File: src/rtl/gau_stepper.sv
module gau_stepper #(
  parameter int W = 16
) (
  input  logic         clk,
  input  logic         rst_n,
  input  logic         load,
  input  logic [W-1:0] load_val,
  input  logic         adv,
  input  logic [W-1:0] vec,
  input  logic [W-1:0] max_cnt,
  input  logic         chk_bound,
  input  logic [W-1:0] bound,
  output logic [W-1:0] val,
  output logic [W-1:0] cnt,
  output logic         last
);
  localparam int SW = W + 2;

  logic signed [SW-1:0] sum;
  logic                 passes;

  assign sum    = $signed({2'b00, val}) + $signed({{2{vec[W-1]}}, vec});
  assign passes = vec[W-1] ? (sum < $signed({2'b00, bound}))
                           : (sum > $signed({2'b00, bound}));
  assign last   = ({1'b0, cnt} + 1'b1 >= {1'b0, max_cnt}) || (chk_bound && passes);

  always_ff @(posedge clk) begin
    if (!rst_n) begin
      val <= '0;
      cnt <= '0;
    end else if (load) begin
      val <= load_val;
      cnt <= '0;
    end else if (adv) begin
      val <= sum[W-1:0];
      cnt <= cnt + 1'b1;
    end
  end

  p_step_r2: assert property (@(posedge clk) disable iff (!rst_n)
    adv && !load |=> val == $past(val) + $past(vec));
endmodule

File: src/rtl/gau_slider_top.sv
module gau_slider_top #(
  parameter int W = 16
) (
  input  logic         clk,
  input  logic         rst_n,
  input  logic         cfg_load,
  input  logic [W-1:0] cfg_base,
  input  logic [W-1:0] cfg_limit,
  input  logic [W-1:0] cfg_addr_step,
  input  logic [W-1:0] cfg_addr_cnt,
  input  logic [W-1:0] cfg_base_step,
  input  logic [W-1:0] cfg_limit_step,
  input  logic [W-1:0] cfg_base_cnt,
  input  logic [W-1:0] cfg_limit_cnt,
  input  logic         start,
  input  logic         escape,
  output logic [W-1:0] addr,
  output logic         addr_valid,
  output logic         end_exec
);
  logic [W-1:0] b0_q, l0_q, da_q, acnt_q, db_q, dl_q, bcnt_q, lcnt_q;
  logic         running, done_q, esc_q;
  logic [W-1:0] a_val, a_cnt, b_val, b_cnt, l_val, l_cnt;
  logic         a_last, b_last, l_last;
  logic         go, run_end, fin;

  assign go         = start && !running && !cfg_load;
  assign run_end    = running && (esc_q || a_last);
  assign fin        = run_end && (b_last || l_last);
  assign addr       = a_val;
  assign addr_valid = running && !esc_q;
  assign end_exec   = done_q;

  always_ff @(posedge clk) begin
    if (!rst_n) begin
      {b0_q, l0_q, da_q, acnt_q} <= '0;
      {db_q, dl_q, bcnt_q, lcnt_q} <= '0;
      running <= 1'b0;
      done_q  <= 1'b0;
      esc_q   <= 1'b0;
    end else begin
      esc_q <= escape;
      if (cfg_load) begin
        b0_q    <= cfg_base;
        l0_q    <= cfg_limit;
        da_q    <= cfg_addr_step;
        acnt_q  <= cfg_addr_cnt;
        db_q    <= cfg_base_step;
        dl_q    <= cfg_limit_step;
        bcnt_q  <= cfg_base_cnt;
        lcnt_q  <= cfg_limit_cnt;
        running <= 1'b0;
        done_q  <= 1'b0;
      end else if (go) begin
        running <= 1'b1;
        done_q  <= 1'b0;
      end else if (fin) begin
        running <= 1'b0;
        done_q  <= 1'b1;
      end
    end
  end

  gau_stepper #(.W(W)) u_addr (
    .clk(clk), .rst_n(rst_n),
    .load(go || (run_end && !fin)),
    .load_val(go ? b0_q : b_val + db_q),
    .adv(running && !run_end),
    .vec(da_q), .max_cnt(acnt_q),
    .chk_bound(1'b1), .bound(l_val),
    .val(a_val), .cnt(a_cnt), .last(a_last)
  );

  gau_stepper #(.W(W)) u_base (
    .clk(clk), .rst_n(rst_n),
    .load(go), .load_val(b0_q),
    .adv(run_end && !fin),
    .vec(db_q), .max_cnt(bcnt_q),
    .chk_bound(1'b0), .bound('0),
    .val(b_val), .cnt(b_cnt), .last(b_last)
  );

  gau_stepper #(.W(W)) u_limit (
    .clk(clk), .rst_n(rst_n),
    .load(go), .load_val(l0_q),
    .adv(run_end && !fin),
    .vec(dl_q), .max_cnt(lcnt_q),
    .chk_bound(1'b0), .bound('0),
    .val(l_val), .cnt(l_cnt), .last(l_last)
  );

  p_start_r1: assert property (@(posedge clk) disable iff (!rst_n)
    go |=> running && a_val == b0_q && a_cnt == '0 && !end_exec);

  p_cnt_r3: assert property (@(posedge clk) disable iff (!rst_n)
    addr_valid |-> (acnt_q == '0 ? a_cnt == '0 : a_cnt < acnt_q));

  p_bound_r4: assert property (@(posedge clk) disable iff (!rst_n)
    addr_valid && a_cnt != '0 |-> (da_q[W-1] ? addr >= l_val : addr <= l_val));

  p_next_run_r5: assert property (@(posedge clk) disable iff (!rst_n)
    run_end && !fin && !cfg_load |=> running && a_cnt == '0 && a_val == b_val);

  p_slide_r6: assert property (@(posedge clk) disable iff (!rst_n)
    running |-> (bcnt_q == '0 ? b_cnt == '0 : b_cnt < bcnt_q) &&
                (lcnt_q == '0 ? l_cnt == '0 : l_cnt < lcnt_q));

  p_end_quiet_r6: assert property (@(posedge clk) disable iff (!rst_n)
    end_exec |-> !addr_valid);

  p_end_sticky_r6: assert property (@(posedge clk) disable iff (!rst_n)
    end_exec && !start && !cfg_load |=> end_exec);

  p_escape_r7: assert property (@(posedge clk) disable iff (!rst_n)
    running && esc_q && !cfg_load |=> !running || a_cnt == '0);

  p_start_ignored_r8: assert property (@(posedge clk) disable iff (!rst_n)
    running && start && !run_end && !cfg_load |=> running && a_cnt == $past(a_cnt) + 1'b1);
endmodule

File: config.mk
export PLATFORM = sky130hd
export DESIGN_NAME = gau_slider_top
export DESIGN_NICKNAME = d
export VERILOG_FILES = /design/src/rtl/gau_stepper.sv /design/src/rtl/gau_slider_top.sv
export SDC_FILE = /design/constraint.sdc
export NUM_CORES = 1
export LEC_CHECK = 0
export ABC_AREA = 1
export BUFFER_PORTS_ARGS = -buffer_cell sky130_fd_sc_hd__buf_2
export CORE_MARGIN = 5
export CORE_UTILIZATION = 42
export DETAILED_ROUTE_END_ITERATION = 12
export GPL_TIMING_DRIVEN = 0
export PLACE_DENSITY = 0.66
export SYNTH_ARGS = -nofsm -noshare
export SYNTH_HDL_FRONTEND = slang
export SYNTH_SLANG_ARGS = --single-unit
File: constraint.sdc
create_clock -name clk -period 3.2 [get_ports clk]
set_input_delay 0.32 -clock clk [delete_from_list [all_inputs] [get_ports clk]]
set_output_delay 0.32 -clock clk [all_outputs]
set_load 0.01 [all_outputs]
==> summary.md <==
| Metric | Value |
|---|---|
| Clk pwr share | 40.0% |
| GR Util met3 | 3.29% |
| Dpl cells | 2,390 |
| Largest net degree at the start of global routing | 13 |
| Met2 Use GR | 37.8% |
| # IOs | 151 |
| Dpl cell area | 14,400 µm² |
| Nets | 2,339 |
| Hold Fails Final Rpt | 0 |
| R2r setup slk | -0.51 ns |
| Die Span X | 186 µm |
| First drt pass iteration count | 5 |
| Remaining antenna violation count after routing | 0 |
| Worst EP required | 3.62 ns |
| Worst slew margin | 26.8% |
| Sw Share | 28.5% |
| Chip height | 186 µm |
| TritonCTS clock tree | yes |
| Most frequent cells in the layout | 306 x nand2_1, 256 x nor2_1, 215 x dfxtp_1 |
| Area Growth Syn to Fin | 31.7% |
| Clock buffer depth | 3 |
| CTS sink cnt | 227 |
| Critical path class | reg -> reg |
| Seq/Total Area, Yosys | 34.8% |
| # rows | 64 |
| Leakage | 0.00782 µW |
| PD cells | 459 nW/µm² |
| GPL Wtd Cong | 0.895 |
| Port Buffer Count | 149 |
| Seq pwr share | 39.1% |
| Die area | 34,700 µm² |
| Mapped Nets | 2,095 |
| GRT met1 Usage | 28.7% |
| GRT Total Usage | 22.1% |
| First-pass GRT wire length | 64.4 mm |
| Setup crit end kind | flop |
| Vias in the first global route | 12,700 |
| Clk_skew | 0.00851 ns |
| Psw | 2250 µW |
| Startpoint Class | flop |
| FMAX | 270 MHz |
| Top_reg_cell synth | dfxtp_1 |
| Violation count after the first detailed-route iteration | 842 |
| Most common cell after layout, fill and taps aside | nand2_1 |
| Critical-path cell list | ha_4, inv_2, fa_2, o21ai_4, nand2_1, nand2_2, a31oi_4, o21bai_4, xor2_4, ha_4, nand2_4, nor3_4, nand2_1, nand4_1, buf_4, nand3_4, nor2_4, nand2_2, buf_6, nor2_1, nor2_2, nor2_2, nor2_1 |
| Status | finished with violations |
| Gate power share | 20.9% |
| Syn Std Cell Area | 13,100 µm² |
| Slowest Stage Delay on Critical Path | 0.37 ns |
| Slew @ Worst Pin | 1.10 ns |
| Max-cap violation count | 0 |
| Crit Path Max Fanout | 10 |
| CTS buffer count | 26 |
| Design area | 17,200 µm² |
| Final wirelength | 40.7 mm |
| Number of enable flip-flop cells after synthesis | 0 |
| Mapped Cells | 1,845 |
| Slowest cell on crit path | dfxtp_4 |
| Yosys reg bits | 227 |
| Async SR Flop Fraction | 0% |
| Vias | 12,900 |
| Hold Path Class | in -> reg |
| Minimum clock period | 3.71 ns |
| Setup slack after layout | -0.506 ns |
| Reg clk slew, reported paths | 0.06 ns |
| Tcrit/Tclk final | 116% |
| WP data arrival | 4.13 ns |
| Layout Cells excl Fill | 2,503 |
| Initial antenna violation count | 0 |
| Core area | 30,700 µm² |
| Inserted Diodes | 0 |
| Final Max Tran Viols | 0 |
| Starting Density | 42.6% |
| VDD IR-drop max | 0.387 mV |
| Wirelength per Cell | 16.2 µm |
| Avg Inst Size Synth | 7.08 µm² |
| Vias per Instance | 5.16 |
| DP HPWL | 30.0 mm |
| Ys Warns | 0 |
| RSZ-0062 raised after global routing | yes |
| Pint | 5660 µW |
| CTS Root Cell | clkbuf_16 |
| GR peak layer | met2 |
| H-tree depth | 1 |
| Share of post-route cells with drive strength above 1 | 22.4% |
| Post-place setup slack | -0.869 ns |
| GRT overflow | 0 |
| Min Hold Slack | 0.0103 ns |
| Final setup vio count | 98 |
| Netlist cell types | 49 |
| # DRC | 0 |
| Clk_lat worst skew | 0.53 ns |
| Failing checks | negative setup slack |
[final timing paths]
path | start | endpoint | cells past startpoint
worst max-delay path | da_q[0] | u_addr.val[9] | 23
worst min-delay path | cfg_limit_step[11] | dl_q[11] | 3
worst max register to register | da_q[0] | u_addr.val[9] | 23
worst min register to register | u_base.val[11] | u_base.val[11] | 2
[cells in the mapped netlist, types with 9 or more instances]
cell / number / share of area, %
nand4_1: 27 / 1.3
nand2_1: 356 / 10
inv_1: 179 / 5.1
nor3_1: 11 / 0.42
nor2_1: 285 / 8.2
buf_2: 9 / 0.34
nand3_1: 48 / 1.8
o21ai_2: 13 / 0.87
nand3b_1: 18 / 1.0
xor2_1: 41 / 2.7
a21oi_1: 190 / 7.3
o21ai_0: 158 / 6.1
xnor2_1: 31 / 2.1
clkbuf_1: 53 / 1.5
dfxtp_1: 227 / 35
ha_1: 114 / 11
[area by class of cell]
class / instances / area [µm²]
Clock buffer: 37 / 803
Clock inverter: 9 / 120
Multi-Input combinational cell: 1360 / 8490
Timing Repair Buffer: 216 / 1530
Tap cell: 396 / 495
Fill cell: 2882 / 13500
Sequential cell: 227 / 4570
Buffer: 74 / 482
Inverter: 184 / 718
[cells by family (layout without fill, tap and decap cells)]
group,count (synthesis),in the layout,synth area share (%)
flops,227,227,34.8
xor+xnor,72,72,4.83
simple gates,767,767,24.4
fa+ha+maj,117,117,11.4
buf+inv,258,520,7.96
compound gates,404,404,16.6
[stage by stage]
stage	utilization [%]	TNS, ns	total power [µW]
after floorplan	-	-2.73	3970
after global placement	47.1	-68.31	4360
after detailed placement	47.1	-74.23	4390
after CTS	54.5	-35.32	7860
after global routing	56.1	-57.48	8270
final	56.1	-40.91	7910
[critical path, delay by kind of cell, from the launching register on]
kind / cells / cell delay [ns]
compound gates: 3 / 0.49
xor+xnor: 1 / 0.11
fa+ha+maj: 3 / 0.80
buf+inv: 3 / 0.38
flops: 1 / 0.37
simple gates: 13 / 1.46
[per-layer routing]
| layer | up-vias | wire length [µm] |
|---|---|---|
| li1 | 6535 | - |
| met1 | 5943 | 17800 |
| met2 | 347 | 19300 |
| met3 | 85 | 2140 |
| met5 | - | 0 |
| met4 | 0 | 1400 |
[power groups by stage]
stage               sequential (µW)  combinational, µW  clock [µW]
global route                   3100               1820        3350
finish                         3090               1650        3170
floorplan                      3110                862           0
CTS                            3090               1560        3220
detailed placement             3140               1250           0
global placement               3140               1220           0
[state kept, by name, indices dropped and copies added, names as in the netlist]
name,count
esc_q,1
b0_q,16
u_addr.cnt,16
end_exec,1
u_base.val,16
db_q,16
u_base.cnt,16
dl_q,16
running,1
u_limit.cnt,16
bcnt_q,16
acnt_q,16
u_addr.val,16
lcnt_q,16
u_limit.val,16
da_q,16
l0_q,16
[what timing repair did]
| action | 4_1_cts | 5_1_grt |
|---|---|---|
| cloned | 9 | 2 |
| endpoints found under the setup margin | 98 | 98 |
| hold endpoints to repair | 18 | 0 |
| pin swaps | 65 | 42 |
| buffers inserted | 31 | 10 |
| hold buffers | 18 | 0 |
| gates resized for setup | 178 | 107 |
Note: power is estimated with default switching activity, not from simulation.
